### config.mk
export PLATFORM = sky130hd
export DESIGN_NAME = phy_status_watch
export DESIGN_NICKNAME = d
export VERILOG_FILES = /design/src/rtl/pstw_pkg.sv /design/src/rtl/pstw_poll_timer.sv /design/src/rtl/pstw_shadow_cmp.sv /design/src/rtl/pstw_chg_irq.sv /design/src/rtl/phy_status_watch.sv
export SDC_FILE = /design/constraint.sdc
export NUM_CORES = 1
export LEC_CHECK = 0
export ABC_CLOCK_PERIOD_IN_PS = 3150
export CORE_ASPECT_RATIO = 0.8
export CORE_MARGIN = 2
export CORE_UTILIZATION = 60
export CTS_BUF_LIST = sky130_fd_sc_hd__clkbuf_8
export DETAILED_ROUTE_END_ITERATION = 8
export DONT_BUFFER_PORTS = 1
export PLACE_DENSITY_LB_ADDON = 0.3
export SYNTH_ARGS = -nofsm -noshare
export SYNTH_HDL_FRONTEND = slang
export SYNTH_SLANG_ARGS = --single-unit
### constraint.sdc
create_clock -name clk -period 3.15 [get_ports clk]
set_clock_uncertainty 0.15 [all_clocks]
set_input_delay 0.63 -clock clk [delete_from_list [all_inputs] [get_ports clk]]
set_output_delay 0.63 -clock clk [all_outputs]
set_load 0.05 [all_outputs]
### src/rtl/pstw_pkg.sv
package pstw_pkg;

   // Which of a simultaneous set and host clear survives in the change flag
   typedef enum logic {
      PRIO_CLEAR = 1'b0,
      PRIO_SET   = 1'b1
   } clr_prio_e;

   localparam int MAX_CNT_W  = 32;
   localparam int MAX_DATA_W = 64;

endpackage

### src/rtl/pstw_poll_timer.sv
module pstw_poll_timer #(
   parameter int CNT_W = 16
) (
   input  logic             clk,
   input  logic             rst_n,
   input  logic             en,
   input  logic             idle,
   input  logic             done,
   input  logic [CNT_W-1:0] interval,
   output logic             req,
   output logic             busy
);

   logic [CNT_W-1:0] cnt_q;
   logic             busy_q;
   logic             req_q;
   logic             fire;
   logic             cnt_zero;

   assign cnt_zero = (cnt_q == '0);
   assign fire     = en && !busy_q && cnt_zero && idle;

   always_ff @(posedge clk or negedge rst_n) begin
      if (!rst_n) begin
         cnt_q  <= '0;
         busy_q <= 1'b0;
         req_q  <= 1'b0;
      end else begin
         req_q <= fire;
         if (!en || fire) begin
            cnt_q <= interval;
         end else if (!busy_q && !cnt_zero) begin
            cnt_q <= cnt_q - 1'b1;
         end
         if (fire) begin
            busy_q <= 1'b1;
         end else if (done) begin
            busy_q <= 1'b0;
         end
      end
   end

   assign req  = req_q;
   assign busy = busy_q;

   // a request lasts a single cycle
   a_r2_req_single: assert property (@(posedge clk) disable iff (!rst_n)
      req |=> !req);

   // a request follows a cycle in which the engine was idle
   a_r2_req_idle: assert property (@(posedge clk) disable iff (!rst_n)
      $rose(req) |-> $past(idle) && $past(en));

   // while a read is outstanding the counter is frozen
   a_r3_hold_busy: assert property (@(posedge clk) disable iff (!rst_n)
      (busy_q && en && !done) |=> $stable(cnt_q));

endmodule

### src/rtl/pstw_shadow_cmp.sv
module pstw_shadow_cmp #(
   parameter int               DATA_W   = 16,
   parameter logic [DATA_W-1:0] CMP_MASK = '1
) (
   input  logic              clk,
   input  logic              rst_n,
   input  logic              accept,
   input  logic [DATA_W-1:0] data,
   input  logic              method,
   output logic [DATA_W-1:0] shadow,
   output logic              vld,
   output logic              set_chg,
   output logic              meth_chg
);

   logic [DATA_W-1:0] shadow_q;
   logic              vld_q;
   logic              meth_q;
   logic [DATA_W-1:0] diff;

   // Per-bit comparator; masked-out bits are tied off
   for (genvar i = 0; i < DATA_W; i++) begin : g_bit
      if (CMP_MASK[i]) begin : g_cmp
         assign diff[i] = data[i] ^ shadow_q[i];
      end else begin : g_skip
         assign diff[i] = 1'b0;
      end
   end

   assign meth_chg = (method != meth_q);
   assign set_chg  = accept && vld_q && !meth_chg && (|diff);

   always_ff @(posedge clk or negedge rst_n) begin
      if (!rst_n) begin
         shadow_q <= '0;
         vld_q    <= 1'b0;
         meth_q   <= 1'b0;
      end else begin
         meth_q <= method;
         if (meth_chg) begin
            shadow_q <= '0;
            vld_q    <= 1'b0;
         end else if (accept) begin
            shadow_q <= data;
            vld_q    <= 1'b1;
         end
      end
   end

   assign shadow = shadow_q;
   assign vld    = vld_q;

   // a method change leaves the shadow empty
   a_r7_inval: assert property (@(posedge clk) disable iff (!rst_n)
      meth_chg |=> (!vld_q && shadow_q == '0));

   // the shadow becomes valid only through an accepted response
   a_r4_vld_source: assert property (@(posedge clk) disable iff (!rst_n)
      $rose(vld_q) |-> $past(accept));

endmodule

### src/rtl/pstw_chg_irq.sv
module pstw_chg_irq
   import pstw_pkg::*;
#(
   parameter clr_prio_e PRIO = PRIO_SET
) (
   input  logic clk,
   input  logic rst_n,
   input  logic set,
   input  logic clr,
   input  logic en,
   output logic flag,
   output logic irq
);

   logic flag_q;
   logic flag_d;

   if (PRIO == PRIO_SET) begin : g_set_wins
      assign flag_d = set | (flag_q & ~clr);
   end else begin : g_clr_wins
      assign flag_d = ~clr & (set | flag_q);
   end

   always_ff @(posedge clk or negedge rst_n) begin
      if (!rst_n) begin
         flag_q <= 1'b0;
      end else begin
         flag_q <= flag_d;
      end
   end

   assign flag = flag_q;
   assign irq  = flag_q & en;

   // the flag is sticky until the host clears it
   a_r8_sticky: assert property (@(posedge clk) disable iff (!rst_n)
      (flag_q && !clr) |=> flag_q);

   // the flag rises only because of a detected change
   a_r8_rise_cause: assert property (@(posedge clk) disable iff (!rst_n)
      $rose(flag_q) |-> $past(set));

endmodule

### src/rtl/phy_status_watch.sv
module phy_status_watch
   import pstw_pkg::*;
#(
   parameter int                DATA_W   = 16,
   parameter int                CNT_W    = 16,
   parameter logic [DATA_W-1:0] CMP_MASK = '1,
   parameter clr_prio_e         PRIO     = PRIO_SET
) (
   input  logic              clk,
   input  logic              rst_n,
   input  logic              cfg_poll_en,
   input  logic [CNT_W-1:0]  cfg_interval,
   input  logic              cfg_method,
   input  logic              irq_en,
   input  logic              host_clr,
   input  logic              mgmt_idle,
   output logic              mgmt_req,
   input  logic              rsp_valid,
   input  logic [DATA_W-1:0] rsp_data,
   output logic              chg_flag,
   output logic              irq_out,
   output logic [DATA_W-1:0] shadow_q,
   output logic              shadow_vld
);

   if (DATA_W < 1 || DATA_W > MAX_DATA_W) begin : g_bad_data_w
      $error("phy_status_watch: DATA_W out of range");
   end
   if (CNT_W < 1 || CNT_W > MAX_CNT_W) begin : g_bad_cnt_w
      $error("phy_status_watch: CNT_W out of range");
   end
   if (CMP_MASK == '0) begin : g_bad_mask
      $error("phy_status_watch: CMP_MASK compares no bit");
   end

   logic busy;
   logic accept;
   logic set_chg;
   logic meth_chg;

   assign accept = rsp_valid && busy;

   pstw_poll_timer #(
      .CNT_W(CNT_W)
   ) u_timer (
      .clk      (clk),
      .rst_n    (rst_n),
      .en       (cfg_poll_en),
      .idle     (mgmt_idle),
      .done     (accept),
      .interval (cfg_interval),
      .req      (mgmt_req),
      .busy     (busy)
   );

   pstw_shadow_cmp #(
      .DATA_W   (DATA_W),
      .CMP_MASK (CMP_MASK)
   ) u_shadow (
      .clk      (clk),
      .rst_n    (rst_n),
      .accept   (accept),
      .data     (rsp_data),
      .method   (cfg_method),
      .shadow   (shadow_q),
      .vld      (shadow_vld),
      .set_chg  (set_chg),
      .meth_chg (meth_chg)
   );

   pstw_chg_irq #(
      .PRIO(PRIO)
   ) u_irq (
      .clk   (clk),
      .rst_n (rst_n),
      .set   (set_chg),
      .clr   (host_clr),
      .en    (irq_en),
      .flag  (chg_flag),
      .irq   (irq_out)
   );

   // a response arriving with an empty shadow cannot raise the flag
   a_r4_first_quiet: assert property (@(posedge clk) disable iff (!rst_n)
      (accept && !shadow_vld && !chg_flag) |=> !chg_flag);

   // an accepted response with no method change leaves a valid shadow
   a_r5_loaded: assert property (@(posedge clk) disable iff (!rst_n)
      (accept && !meth_chg) |=> (shadow_vld && shadow_q == $past(rsp_data)));

   // a stray response does not touch the shadow
   a_r10_stray: assert property (@(posedge clk) disable iff (!rst_n)
      (rsp_valid && !busy && !meth_chg) |=> ($stable(shadow_q) && $stable(shadow_vld)));

   // the interrupt is never high without the flag
   a_r9_gate: assert property (@(posedge clk) disable iff (!rst_n)
      irq_out |-> chg_flag);

endmodule

======== After elaboration in Yosys (flattened, before gate mapping) ========
Cells that the tools add are included.
word-level totals
  output and inout port bits .............. 20
  flip-flop bits (word level) ............. 37
  bits of input ports ..................... 40
  logic and storage cells ................. 55
operators by class
  multiplexer cells ....................... 8
  bitwise logic cells ..................... 20
  eq/ne operators ......................... 1
  reductions and logical operators ........ 18
  add/sub/neg operators ................... 1
operators with widths
  kind                   number
  $mux 16                4
  $logic_not 16->1       1
  $reduce_or 16->1       1
  $sub 16x1->16 const B  1
  $xor 1x1->1            16
  $logic_and 1x1->1      8
  $reduce_bool 2->1      3
  $logic_not 1->1        4
  $mux 1                 4
  $and 1x1->1            2
  $logic_or 1x1->1       1
  $ne 1x1->1             1
  $not 1->1              1
  $or 1x1->1             1

======== Logic depth before layout (Yosys ltp) ========
Gate-level depths: netlist (run 1).
  word-level depth ........................ 6
  depth in mapped cells ................... 8
  depth with buffers taken out ............ 7

======== Modules after synthesis ========
From an unflattened synthesis (run 1), not the netlist that was laid out.
unflattened totals
  cell total of the unflattened synthesis .. 215
  area total of the unflattened synthesis .. 2155.8 um2
modules (own cells, without submodules)
  module            cells each  instances  area each (um2)  sequential area each (um2)
  pstw_poll_timer   131         1          1202.4           450.4
  pstw_shadow_cmp   79          1          904.6            450.4
  pstw_chg_irq      4           1          42.5             25.0
  phy_status_watch  1           1          6.3              0.0

======== Least setup slack after synthesis (run 1) ========
OpenSTA, ideal clock, no wires.
  path type ............................... reg2reg
  start ................................... reg u_timer.cnt_q[0]
  end ..................................... reg u_timer.cnt_q[9]
  setup slack ............................. 1.007 ns
  library setup time ...................... 0.121 ns
  path buffers ............................ 1
  required time ........................... 2.879 ns
  arrival time ............................ 1.872 ns
  stages on the path, launching flop included .. 9
  clock period less this slack ............ 2.143 ns
  cell sequence ........................... dfrtp_1 inv_1 ha_1 nor3b_1 and4_1 buf_6 or4_2 o21ai_0 nor2_1
between the ends
  cells in the longest elaborated chain, start to end .. 5
  elaborated cells on any way between the ends .. 10
  those cells by class .................... add/sub (1); mux (2); reduce/logical (7)
RTL lines
  element                                                line                   source
  from (decl)                                            pstw_poll_timer.sv:14  logic [CNT_W-1:0] cnt_q;
  from (signal assigned)                                 pstw_poll_timer.sv:31  cnt_q <= interval;
  from (signal assigned)                                 pstw_poll_timer.sv:33  cnt_q <= cnt_q - 1'b1;
  branches (longest 5 deep; another with $sub 16x1->16)  n/a
Parallel ways; which one is timed is not known. The select of a mux whose other input is x is not followed.
A chain may end at the register's enable or synchronous reset.

======== Worst setup path after layout (run 1) ========
  start ................................... reg u_timer.cnt_q[12]
  end ..................................... reg u_timer.cnt_q[15]
The elaborated chain is that of the path after synthesis.

==> impl_summary.txt, run 1 <==
----------------------------------------------------
[Final layout]
  Layout overhead on the synthesized area ... 6.11%
  Commonest non-fill, non-tap cells in the layout ... 37 x sky130_fd_sc_hd__dfrtp_1, 20 x sky130_fd_sc_hd__xor2_1, 17 x sky130_fd_sc_hd__a22o_1
  Share of cells above drive strength 1 ... 10.1%
  Antenna fix cells ... 0
  Most common cell after layout, fill and taps aside ... sky130_fd_sc_hd__dfrtp_1
  Final #Nets ... 240
  Final core utilization ... 68.0%

[Critical path]
  Largest incremental delay on the critical path ... 660 ps
  Critical path required time ... 3180 ps
  Critical path launch point type ... flip-flop
  Biggest fanout along the worst timing path ... 11
  Endpoint of the worst register-to-register path ... u_timer.cnt_q[15]
  Critical path buffers and inverters ... 0
  Reg-to-reg critical path startpoint ... u_timer.cnt_q[12]
  Signal arrival time at the worst endpoint ... 2500 ps
  Worst reg-to-reg path cell count ... 5
  FF-to-FF setup slack ... 670 ps
  Master of the slowest instance on the critical path ... sky130_fd_sc_hd__nor4_2
  Cell Chain, Critical Path ... nor4_2, and4_1, a31oi_2, o22ai_1, nor2_1
  Worst setup path start ... u_timer.cnt_q[12]
  Gate family responsible for the most delay along the worst path ... simple AND/OR/NAND/NOR gates
  Path type of the worst setup path ... flip-flop to flip-flop
  Element type at the critical path end ... flip-flop

[Place]
  Detailed placement HPWL ... 3.56 mm
  Port-buffer cells ... 0
  GPL Wtd Cong ... 0.933
  Worst setup timing slack at the placement stage ... 741 ps

[CTS]
  Number of buffers added by the clock tree synthesis step ... 5
  Clock Latency Late Sink ... 290 ps
  Number of H-tree levels ... 2
  Clock input transition at the sequential cells of the worst setup and hold paths ... 80 ps
  CTS tree ... built
  Maximum buffer depth of the clock tree ... 2
  CTS sink count ... 37
  Master cell of the clock root buffer ... sky130_fd_sc_hd__clkbuf_8

[GRT]
  Total grt overflow ... 0
  First-pass GRT wire length ... 7.71 mm
  Number of antenna violations at the first check in global routing ... 0
  Maximum number of pins on one net before global-route repair ... 38
  Global router's overall resource usage ... 26.9%
  Via count of the first global-routing pass ... 1,670

[Synth]
  Average size of a mapped cell ... 10.2 um2
  Area share of the largest cell type after synthesis ... 46.2%
  Yosys cell types ... 43
  Async set or reset register ratio after synthesis ... 100%
  Cell types occupying the most area after synthesis ... sky130_fd_sc_hd__dfrtp_1 46%, sky130_fd_sc_hd__xor2_1 8.7%, sky130_fd_sc_hd__a22o_1 7.4%, sky130_fd_sc_hd__nor4_1 2.8%, sky130_fd_sc_hd__a21oi_1 2.7%
  Most instantiated flip-flop cell in the synthesis netlist ... sky130_fd_sc_hd__dfrtp_1
  Gate count after technology mapping ... 197
  Total of flip-flops plus latches after synthesis ... 37
  Part of the Yosys area used for sequential elements ... 46.2%
  Cell taking the most area after synthesis ... sky130_fd_sc_hd__dfrtp_1
  Summed instance area of the synthesized netlist ... 2010 um2
  Number of warnings printed during yosys synthesis ... 0
  Count of flip-flops with a built-in enable after synthesis ... 0
  Net count after synthesis ... 239

[STA]
  Min Clock Period, post-route ... 2480 ps
  Final Hold Violating Endpoints ... 0
  Final Worst Setup Slack ... 672 ps
  TNS Setup ... 0 ps
  Normalized max-slew margin ... 14.3%
  Unrepaired setup endpoints after global routing ... false
  Number of max-slew violations in the final report ... 0
  Period utilization ... 78.7%
  Total setup violations reported at the end of the flow ... 0
  Smallest hold slack ... 12.5 ps
  Highest achievable clock rate ... 0.403 GHz
  Slew @ Worst Pin ... 1290 ps

[Run status]
  Run status ... complete, no violations

[Route]
  Vias post-DR ... 1,651
  Average wire per cell in the routed design ... 20.5 um
  Initial DRT Pass Iterations ... 4
  Via-per-instance ratio ... 6.91
  Number of DRC violations after detailed-routing iteration 0 ... 127
  Routed Antenna Nets ... 0
  Total wirelength of the detailed-routed design ... 4.91 mm
  Post-route DRC ... 0

[Floorplanning]
  Total Die Area ... 3820 um2
  DIE WIDTH ... 68.6 um
  Boundary Pins ... 60
  Count of standard-cell rows ... 18
  Chip Height ... 55.7 um
  Starting utilization of the core area ... 64.1%
  Area of the core ... 3130 um2

[Power and ir drop]
  Reported net switching power ... 280 uW
  Share of total power in combinational logic ... 11.4%
  Power density over the cells ... 459 nW/um2
  Flop pwr share ... 54.7%
  Internal cell power ... 697 uW
  Net switching share of the total power ... 28.7%
  Peak supply drop ... 330 uV
  Clock share of power ... 33.9%
  Static leakage power ... 0.909 nW

[Run]
  Max-capacitance violation count ... 0

[Min path]
  Worst hold-check path type ... primary input to async pin

----------------------------------------------------
metrics by stage:
stage	cells	cell area [um2]	total power [mW]
3_5_place_dp	230	2020	0.638
5_1_grt	239	2130	1.01
2_1_floorplan	197	2010	0.613
3_3_place_gp	230	2020	0.634
4_1_cts	239	2130	0.976
6_report	239	2130	0.977
power groups by stage:
stage | Combinational (mW) | Clock, mW | Sequential (mW)
floorplan | 0.0805 | 0 | 0.532
global placement | 0.0935 | 0 | 0.540
detailed placement | 0.0966 | 0 | 0.542
CTS | 0.110 | 0.334 | 0.533
global route | 0.123 | 0.352 | 0.537
finish | 0.112 | 0.331 | 0.534
cells by family (layout without fill, tap and decap cells):
family / Yosys count / in the layout / share of synthesized area, %
adder cells (fa/ha/maj): 2 / 2 / 1.25
XOR/XNOR: 20 / 20 / 8.73
AO/OA/AOI/OAI: 56 / 56 / 20.6
flip-flops: 37 / 37 / 46.2
buffers and inverters: 13 / 15 / 2.99
AND/OR/NAND/NOR: 69 / 69 / 20.3
what timing repair did:
item / 4_1_cts / 5_1_grt
setup endpoints to repair: 0 / 0
hold buffers: 1 / 0
resized for setup: 0 / 0
endpoints found under the hold margin: 37 / 0
setup buffers: 0 / 0
metal layers:
layer | GRT usage, % | up-vias | part of all wire, %
li1 | - | 755 | -
met1 | 38.2 | 807 | 46
met2 | 38.2 | 82 | 45
met3 | 8.50 | 7 | 8.6
met4 | 10.0 | 0 | 0.94
met5 | 0 | - | 0
Yosys cell counts (2+ instances only):
| master | number |
|---|---|
| sky130_fd_sc_hd__nor2_1 | 12 |
| sky130_fd_sc_hd__a21oi_1 | 11 |
| sky130_fd_sc_hd__nand4_1 | 4 |
| sky130_fd_sc_hd__nor3_1 | 10 |
| sky130_fd_sc_hd__dfrtp_1 | 37 |
| sky130_fd_sc_hd__nor4_2 | 2 |
| sky130_fd_sc_hd__nand2b_1 | 3 |
| sky130_fd_sc_hd__clkbuf_1 | 4 |
| sky130_fd_sc_hd__nand2_1 | 10 |
| sky130_fd_sc_hd__o21ai_0 | 7 |
| sky130_fd_sc_hd__ha_1 | 2 |
| sky130_fd_sc_hd__o311ai_0 | 3 |
| sky130_fd_sc_hd__or4_2 | 2 |
| sky130_fd_sc_hd__a211o_1 | 2 |
| sky130_fd_sc_hd__nor4_1 | 9 |
| sky130_fd_sc_hd__xor2_1 | 20 |
| sky130_fd_sc_hd__a41oi_1 | 2 |
| sky130_fd_sc_hd__a31o_2 | 2 |
| sky130_fd_sc_hd__or3_1 | 2 |
| sky130_fd_sc_hd__buf_2 | 3 |
| sky130_fd_sc_hd__o22ai_1 | 4 |
| sky130_fd_sc_hd__or4_1 | 2 |
| sky130_fd_sc_hd__inv_1 | 5 |
| sky130_fd_sc_hd__a22o_1 | 17 |
| sky130_fd_sc_hd__nand3_1 | 4 |
sequential cells by signal, indices dropped and copies added (netlist names):
signal / cells
u_irq.flag: 1
u_timer.cnt_q: 16
u_timer.req: 1
u_shadow.vld: 1
u_timer.busy: 1
u_shadow.shadow: 16
u_shadow.meth_q: 1
how the worst max path moves through the flow:
stage                              to  cells past startpoint
floorplan            u_timer.cnt_q[9]                      8
global placement    u_timer.cnt_q[12]                      5
detailed placement  u_timer.cnt_q[12]                      5
CTS                 u_timer.cnt_q[12]                      5
global route        u_timer.cnt_q[15]                      5
finish              u_timer.cnt_q[15]                      5
final cells by class:
| type | instances | area [um2] |
|---|---|---|
| timing repair buffer | 2 | 27.5 |
| sequential | 37 | 926 |
| multi-input combinational | 147 | 1020 |
| fill | 240 | 1000 |
| clock inverter | 3 | 17.5 |
| clock buffer | 5 | 68.8 |
| tap | 40 | 50.0 |
| inverter | 5 | 18.8 |
No activity file was read; power rests on OpenSTA's default activity.
==> inputs of run 2 (changes only) <==
--- a/config.mk
+++ b/config.mk
@@ -5,7 +5,7 @@
 export SDC_FILE = /design/constraint.sdc
 export NUM_CORES = 1
 export LEC_CHECK = 0
-export ABC_CLOCK_PERIOD_IN_PS = 3150
+export ABC_CLOCK_PERIOD_IN_PS = 2400
 export CORE_ASPECT_RATIO = 0.8
 export CORE_MARGIN = 2
 export CORE_UTILIZATION = 60
==> constraint.sdc (replaced) <==
create_clock -name clk -period 2.4 [get_ports clk]
set_clock_uncertainty 0.15 [all_clocks]
set_input_delay 0.48 -clock clk [delete_from_list [all_inputs] [get_ports clk]]
set_output_delay 0.48 -clock clk [all_outputs]
set_load 0.05 [all_outputs]
==> impl_summary.txt, run 2 (synthesis gave the netlist of run 1 again) <==
----------------------------------------------------
[Floorplanning]
  Starting utilization of the core area ... 64.1% (unchanged)
  Chip Height ... 55.7 um (unchanged)
  Area of the core ... 3130 um2 (unchanged)
  DIE WIDTH ... 68.6 um (unchanged)
  Count of standard-cell rows ... 18 (unchanged)
  Total Die Area ... 3820 um2 (unchanged)
  Boundary Pins ... 60 (unchanged)

[GRT]
  Global router's overall resource usage ... 28.9% (was 26.9%)
  Number of antenna violations at the first check in global routing ... 0 (unchanged)
  First-pass GRT wire length ... 8.25 mm (was 7.71 mm)
  Maximum number of pins on one net before global-route repair ... 38 (unchanged)
  Via count of the first global-routing pass ... 1,616 (was 1,670)
  Total grt overflow ... 0 (unchanged)

[Route]
  Via-per-instance ratio ... 7.05 (was 6.91)
  Initial DRT Pass Iterations ... 5 (was 4)
  Routed Antenna Nets ... 0 (unchanged)
  Number of DRC violations after detailed-routing iteration 0 ... 291 (was 127)
  Total wirelength of the detailed-routed design ... 5.14 mm (was 4.91 mm)
  Vias post-DR ... 1,734 (was 1,651)
  Post-route DRC ... 0 (unchanged)
  Average wire per cell in the routed design ... 20.9 um (was 20.5 um)

[Final layout]
  Most common cell after layout, fill and taps aside ... sky130_fd_sc_hd__dfrtp_1 (unchanged)
  Final #Nets ... 247 (was 240)
  Final Instance Count excl. Fillers ... 246 (was 239)
  Layout overhead on the synthesized area ... 9.05% (was 6.11%)
  Share of cells above drive strength 1 ... 11.7% (was 10.1%)
  Register Area ... 926 um2 (unchanged)
  Antenna fix cells ... 0 (unchanged)
  # fillers ... 236 (was 240)
  Final core utilization ... 69.9% (was 68.0%)
  Commonest non-fill, non-tap cells in the layout ... 37 x sky130_fd_sc_hd__dfrtp_1, 20 x sky130_fd_sc_hd__xor2_1, 17 x sky130_fd_sc_hd__a22o_1 (unchanged)
  Multi-input logic area ... 1030 um2 (was 1020 um2)

[CTS]
  Maximum buffer depth of the clock tree ... 2 (unchanged)
  Total setup buffers inserted after CTS ... 0 (unchanged)
  CTS tree ... built (unchanged)
  CTS sink count ... 37 (unchanged)
  Master cell of the clock root buffer ... sky130_fd_sc_hd__clkbuf_8 (unchanged)
  Clock Latency Late Sink ... 290 ps (about the same)
  Number of H-tree levels ... 2 (unchanged)
  Number of buffers added by the clock tree synthesis step ... 5 (unchanged)
  Clock input transition at the sequential cells of the worst setup and hold paths ... 70 ps (was 80 ps)

[Place]
  Detailed placement HPWL ... 3.72 mm (was 3.56 mm)
  Port-buffer cells ... 0 (unchanged)
  GPL Wtd Cong ... 0.932 (was 0.933)
  Number of placed instances, taps included ... 236 (was 230)
  Worst setup timing slack at the placement stage ... 170 ps (was 741 ps)

[Critical path]
  Element type at the critical path end ... flip-flop (unchanged)
  Critical path launch point type ... flip-flop (unchanged)
  Critical path required time ... 2430 ps (was 3180 ps)
  Signal arrival time at the worst endpoint ... 2290 ps (was 2500 ps)
  Endpoint of the worst register-to-register path ... u_timer.cnt_q[9] (was u_timer.cnt_q[15])
  Worst reg-to-reg path cell count ... 7 (was 5)
  Biggest fanout along the worst timing path ... 11 (unchanged)
  Path type of the worst setup path ... flip-flop to flip-flop (unchanged)
  Reg-to-reg critical path startpoint ... u_timer.cnt_q[0] (was u_timer.cnt_q[12])
  FF-to-FF setup slack ... 130 ps (was 670 ps)

[STA]
  Slew @ Worst Pin ... 1310 ps (was 1290 ps)
  Highest achievable clock rate ... 0.441 GHz (was 0.403 GHz)
  Normalized max-slew margin ... 12.4% (was 14.3%)
  Min Clock Period, post-route ... 2270 ps (was 2480 ps)
  TNS Setup ... 0 ps (unchanged)
  Number of max-slew violations in the final report ... 0 (unchanged)
  Total setup violations reported at the end of the flow ... 0 (unchanged)
  Unrepaired setup endpoints after global routing ... false (unchanged)
  Final Worst Setup Slack ... 133 ps (was 672 ps)
  Period utilization ... 94.5% (was 78.7%)
  Final Hold Violating Endpoints ... 0 (unchanged)

[Power and ir drop]
  Flop pwr share ... 55.4% (was 54.7%)
  Net switching share of the total power ... 28.1% (was 28.7%)
  Share of total power in combinational logic ... 12.3% (was 11.4%)
  Clock share of power ... 32.3% (was 33.9%)
  Peak supply drop ... 387 uV (was 330 uV)
  Reported net switching power ... 357 uW (was 280 uW)
  Static leakage power ... 0.955 nW (was 0.909 nW)
  Internal cell power ... 912 uW (was 697 uW)
  Power density over the cells ... 580 nW/um2 (was 459 nW/um2)

[Min path]
  Worst hold-check path type ... primary input to flip-flop (was primary input to async pin)
  Endpoint with the worst hold slack ... u_shadow.meth_q
  Hold path startpoint ... cfg_method
  Hold-critical path depth ... 0

[Run]
  Max-capacitance violation count ... 0 (unchanged)

[Run status]
  Run status ... complete, no violations (unchanged)

----------------------------------------------------
[run 2: changes by cell type in the layout (fill, tap and decap cells not counted)]
cell                            before  now
sky130_fd_sc_hd__buf_4               1    7
sky130_fd_sc_hd__inv_1               5    8
sky130_fd_sc_hd__clkinv_2            2    0
sky130_fd_sc_hd__a31oi_2             1    0
sky130_fd_sc_hd__a31oi_4             0    1
sky130_fd_sc_hd__and4_1              1    0
sky130_fd_sc_hd__and4_2              0    1
sky130_fd_sc_hd__clkinvlp_4          1    0
sky130_fd_sc_hd__dlygate4sd3_1       0    1
[run 2: power groups by stage]
| stage | combinational [mW] | clock, mW | sequential [mW] |
|---|---|---|---|
| final | 0.156 | 0.410 | 0.703 |
| after CTS | 0.151 | 0.411 | 0.700 |
| after detailed placement | 0.132 | 0 | 0.711 |
| after floorplan | 0.106 | 0 | 0.699 |
| after global routing | 0.171 | 0.446 | 0.705 |
| after global placement | 0.125 | 0 | 0.708 |
[run 2: layout make-up]
class	count	share of cell area, %
clock buffer	5	3.15
clock inverter	3	0.515
inverter	5	0.858
multi-input combinational	147	47.1
sequential	37	42.3
tap	40	2.29
timing repair buffer	9	3.78
[run 2: worst max-delay path by stage]
stage	from	depth (start not counted)	slack (ps)	to
after global placement	u_timer.cnt_q[0]	7	250	u_timer.cnt_q[9]
after detailed placement	u_timer.cnt_q[0]	7	170	u_timer.cnt_q[9]
after global routing	u_timer.cnt_q[1]	7	20	u_timer.cnt_q[10]
final	u_timer.cnt_q[0]	7	130	u_timer.cnt_q[9]
after CTS	u_timer.cnt_q[0]	7	150	u_timer.cnt_q[9]
after floorplan	u_timer.cnt_q[0]	8	260	u_timer.cnt_q[9]
[run 2: worst max-delay path, cell delays in order (launching register included)]
cell and delay (ps):
sky130_fd_sc_hd__dfrtp_1 420, sky130_fd_sc_hd__inv_1 90, sky130_fd_sc_hd__ha_1 220, sky130_fd_sc_hd__nor3b_1 150
sky130_fd_sc_hd__and4_2 330, sky130_fd_sc_hd__or4_2 610, sky130_fd_sc_hd__o21ai_0 90, sky130_fd_sc_hd__nor2_1 70
[run 2: stage by stage]
step           area [um2]  power, mW  hold WS [ps]
2_1_floorplan        2010      0.804          34.4
3_3_place_gp         2070      0.833          35.4
3_5_place_dp         2070      0.843          35.3
4_1_cts              2180       1.26          62.4
5_1_grt              2190       1.32          48.1
6_report             2190       1.27          59.3
[run 2: metal layers]
metal | part of all wire [%] | global-route usage (%) | routed length (um) | vias to the layer above
met5 | 0 | 0 | 0 | -
met4 | 1.9 | 5.71 | 96 | 0
met3 | 11 | 9.72 | 562 | 15
met2 | 47 | 42.2 | 2390 | 125
met1 | 41 | 41.9 | 2090 | 825
li1 | - | - | - | 769
[run 2: timing repair]
action / CTS / global route
hold buffers: 2 / 0
hold endpoints to repair: 37 / 0
endpoints found under the setup margin: 0 / 10
gates resized for setup: 0 / 2
==> inputs of run 3 (changes only) <==
--- a/config.mk
+++ b/config.mk
@@ -5,7 +5,7 @@
 export SDC_FILE = /design/constraint.sdc
 export NUM_CORES = 1
 export LEC_CHECK = 0
-export ABC_CLOCK_PERIOD_IN_PS = 2400
+export ABC_CLOCK_PERIOD_IN_PS = 2650
 export CORE_ASPECT_RATIO = 0.8
 export CORE_MARGIN = 2
 export CORE_UTILIZATION = 60
==> constraint.sdc (replaced) <==
create_clock -name clk -period 2.65 [get_ports clk]
set_clock_uncertainty 0.15 [all_clocks]
set_input_delay 0.53 -clock clk [delete_from_list [all_inputs] [get_ports clk]]
set_output_delay 0.53 -clock clk [all_outputs]
set_load 0.05 [all_outputs]
==> impl_summary.txt, run 3 (synthesis gave the netlist of run 1 again) <==
----------------------------------------------------
[Critical path]
  Critical path required time ... 2670 ps (was 2430 ps)
  Largest incremental delay on the critical path ... 510 ps (was 610 ps)
  Biggest fanout along the worst timing path ... 11 (unchanged)
  Reg-to-reg critical path startpoint ... u_timer.cnt_q[0] (unchanged)
  Cell Chain, Critical Path ... inv_1, ha_1, nor3b_1, and4_1, a31oi_2, o22ai_1, nor2_1 (was inv_1, ha_1, nor3b_1, and4_2, or4_2, o21ai_0, nor2_1)
  Signal arrival time at the worst endpoint ... 2470 ps (was 2290 ps)
  Gate family responsible for the most delay along the worst path ... simple AND/OR/NAND/NOR gates (unchanged)
  Critical path launch point type ... flip-flop (unchanged)
  Worst setup path start ... u_timer.cnt_q[0] (unchanged)
  Element type at the critical path end ... flip-flop (unchanged)
  Master of the slowest instance on the critical path ... sky130_fd_sc_hd__and4_1 (was sky130_fd_sc_hd__or4_2)
  Critical path buffers and inverters ... 1 (unchanged)
  Path type of the worst setup path ... flip-flop to flip-flop (unchanged)

[Final layout]
  # fillers ... 218 (was 236)
  Commonest non-fill, non-tap cells in the layout ... 37 x sky130_fd_sc_hd__dfrtp_1, 20 x sky130_fd_sc_hd__xor2_1, 17 x sky130_fd_sc_hd__a22o_1 (unchanged)
  Register Area ... 926 um2 (unchanged)
  Multi-input logic area ... 1020 um2 (was 1030 um2)
  Final #Nets ... 244 (was 247)
  Post-layout instance area ... 2190 um2 (about the same)
  Antenna fix cells ... 0 (unchanged)
  Most common cell after layout, fill and taps aside ... sky130_fd_sc_hd__dfrtp_1 (unchanged)
  Share of cells above drive strength 1 ... 11.3% (was 11.7%)
  Layout overhead on the synthesized area ... 9.42% (was 9.05%)
  Final Instance Count excl. Fillers ... 243 (was 246)

[Route]
  Average wire per cell in the routed design ... 20.6 um (was 20.9 um)
  Total wirelength of the detailed-routed design ... 5.02 mm (was 5.14 mm)
  Via-per-instance ratio ... 7.05 (about the same)
  Post-route DRC ... 0 (unchanged)
  Routed Antenna Nets ... 0 (unchanged)
  Initial DRT Pass Iterations ... 5 (unchanged)
  Number of DRC violations after detailed-routing iteration 0 ... 172 (was 291)
  Vias post-DR ... 1,712 (was 1,734)

[Floorplanning]
  Count of standard-cell rows ... 18 (unchanged)
  Area of the core ... 3130 um2 (unchanged)
  Starting utilization of the core area ... 64.1% (unchanged)
  Chip Height ... 55.7 um (unchanged)
  DIE WIDTH ... 68.6 um (unchanged)
  Boundary Pins ... 60 (unchanged)
  Total Die Area ... 3820 um2 (unchanged)

[Power and ir drop]
  Peak supply drop ... 498 uV (was 387 uV)
  Static leakage power ... 0.943 nW (was 0.955 nW)
  Power density over the cells ... 584 nW/um2 (was 580 nW/um2)

[STA]
  Number of max-slew violations in the final report ... 0 (unchanged)
  Total setup violations reported at the end of the flow ... 0 (unchanged)
  TNS Setup ... 0 ps (unchanged)
  Highest achievable clock rate ... 0.408 GHz (was 0.441 GHz)
  Final Hold Violating Endpoints ... 0 (unchanged)
  Normalized max-slew margin ... 17.4% (was 12.4%)
  Unrepaired setup endpoints after global routing ... false (unchanged)
  Slew @ Worst Pin ... 1240 ps (was 1310 ps)
  Period utilization ... 92.4% (was 94.5%)
  Smallest hold slack ... 116 ps (was 59.3 ps)
  Min Clock Period, post-route ... 2450 ps (was 2270 ps)

[GRT]
  Total grt overflow ... 0 (unchanged)
  Via count of the first global-routing pass ... 1,731 (was 1,616)
  Number of antenna violations at the first check in global routing ... 0 (unchanged)
  First-pass GRT wire length ... 7.99 mm (was 8.25 mm)
  Maximum number of pins on one net before global-route repair ... 38 (unchanged)
  Global router's overall resource usage ... 27.7% (was 28.9%)

[CTS]
  Total setup buffers inserted after CTS ... 0 (unchanged)
  PostCTS Resize Cnt ... 0 (unchanged)
  CTS tree ... built (unchanged)
  Maximum buffer depth of the clock tree ... 2 (unchanged)
  Clock input transition at the sequential cells of the worst setup and hold paths ... 80 ps (was 70 ps)
  CTS sink count ... 37 (unchanged)
  Post-cts hold buffer count ... 2 (unchanged)
  Clock Latency Late Sink ... 290 ps (about the same)
  Number of H-tree levels ... 2 (unchanged)
  Number of buffers added by the clock tree synthesis step ... 5 (unchanged)
  Master cell of the clock root buffer ... sky130_fd_sc_hd__clkbuf_8 (unchanged)

[Place]
  Number of placed instances, taps included ... 233 (was 236)
  Placed inst area ... 2040 um2 (was 2070 um2)
  Port-buffer cells ... 0 (unchanged)
  Detailed placement HPWL ... 3.63 mm (was 3.72 mm)
  GPL Wtd Cong ... 0.942 (was 0.932)

[Run]
  Max-capacitance violation count ... 0 (unchanged)

[Run status]
  Run status ... complete, no violations (unchanged)

[Min path]
  Hold path startpoint ... cfg_method (unchanged)
  Worst hold-check path type ... primary input to flip-flop (unchanged)

----------------------------------------------------
run 3: cell count changes in the layout (fill, tap and decap cells not counted), sizes merged:
cell / change
inv: -3
bufinv: +1
clkinvlp: +1
clkbuf: +1
buf: -3
run 3: routing by layer:
| layer | routed length (um) | track usage (%) | vias up |
|---|---|---|---|
| met5 | 0 | 0 | - |
| met4 | 57 | 7.71 | 0 |
| met3 | 597 | 9.72 | 8 |
| met2 | 2440 | 42.7 | 113 |
| met1 | 1920 | 36.7 | 828 |
| li1 | - | - | 763 |
run 3: cell type report:
cell class,count,area share [%]
Multi-Input combinational cell,147,46.5
Inverter,5,0.855
Timing Repair Buffer,6,2.74
Tap cell,40,2.28
Clock buffer,6,3.76
Clock inverter,2,1.71
Sequential cell,37,42.2
run 3: per-stage QoR:
stage / utilization, % / setup WS (ps) / total power [mW]
2_1_floorplan: - / 507 / 0.728
3_3_place_gp: 65.3 / 393 / 0.754
3_5_place_dp: 65.3 / 302 / 0.760
4_1_cts: 70.1 / 259 / 1.28
5_1_grt: 70.1 / 25.5 / 1.33
6_report: 70.1 / 201 / 1.28
run 3: report_power, final:
| part | leakage, nW | internal [mW] | switching [mW] | total [mW] |
|---|---|---|---|---|
| sequential | 0.478 | 0.591 | 0.0437 | 0.635 |
| combinational | 0.408 | 0.0576 | 0.0789 | 0.136 |
| clock | 0.0574 | 0.306 | 0.205 | 0.511 |
| total | 0.943 | 0.955 | 0.328 | 1.28 |
run 3: worst paths after layout:
| check | endpoint | slack (ps) | depth (start not counted) |
|---|---|---|---|
| min in group asynchronous | u_timer.cnt_q[2] | 530 | 2 |
| max in group asynchronous | u_timer.cnt_q[15] | 1610 | 2 |
| hold reg to reg | u_timer.cnt_q[15] | 440 | 2 |
| hold / removal | u_shadow.meth_q | 120 | 0 |
| setup reg to reg | u_timer.cnt_q[15] | 200 | 7 |
| setup / recovery | u_timer.cnt_q[15] | 200 | 7 |
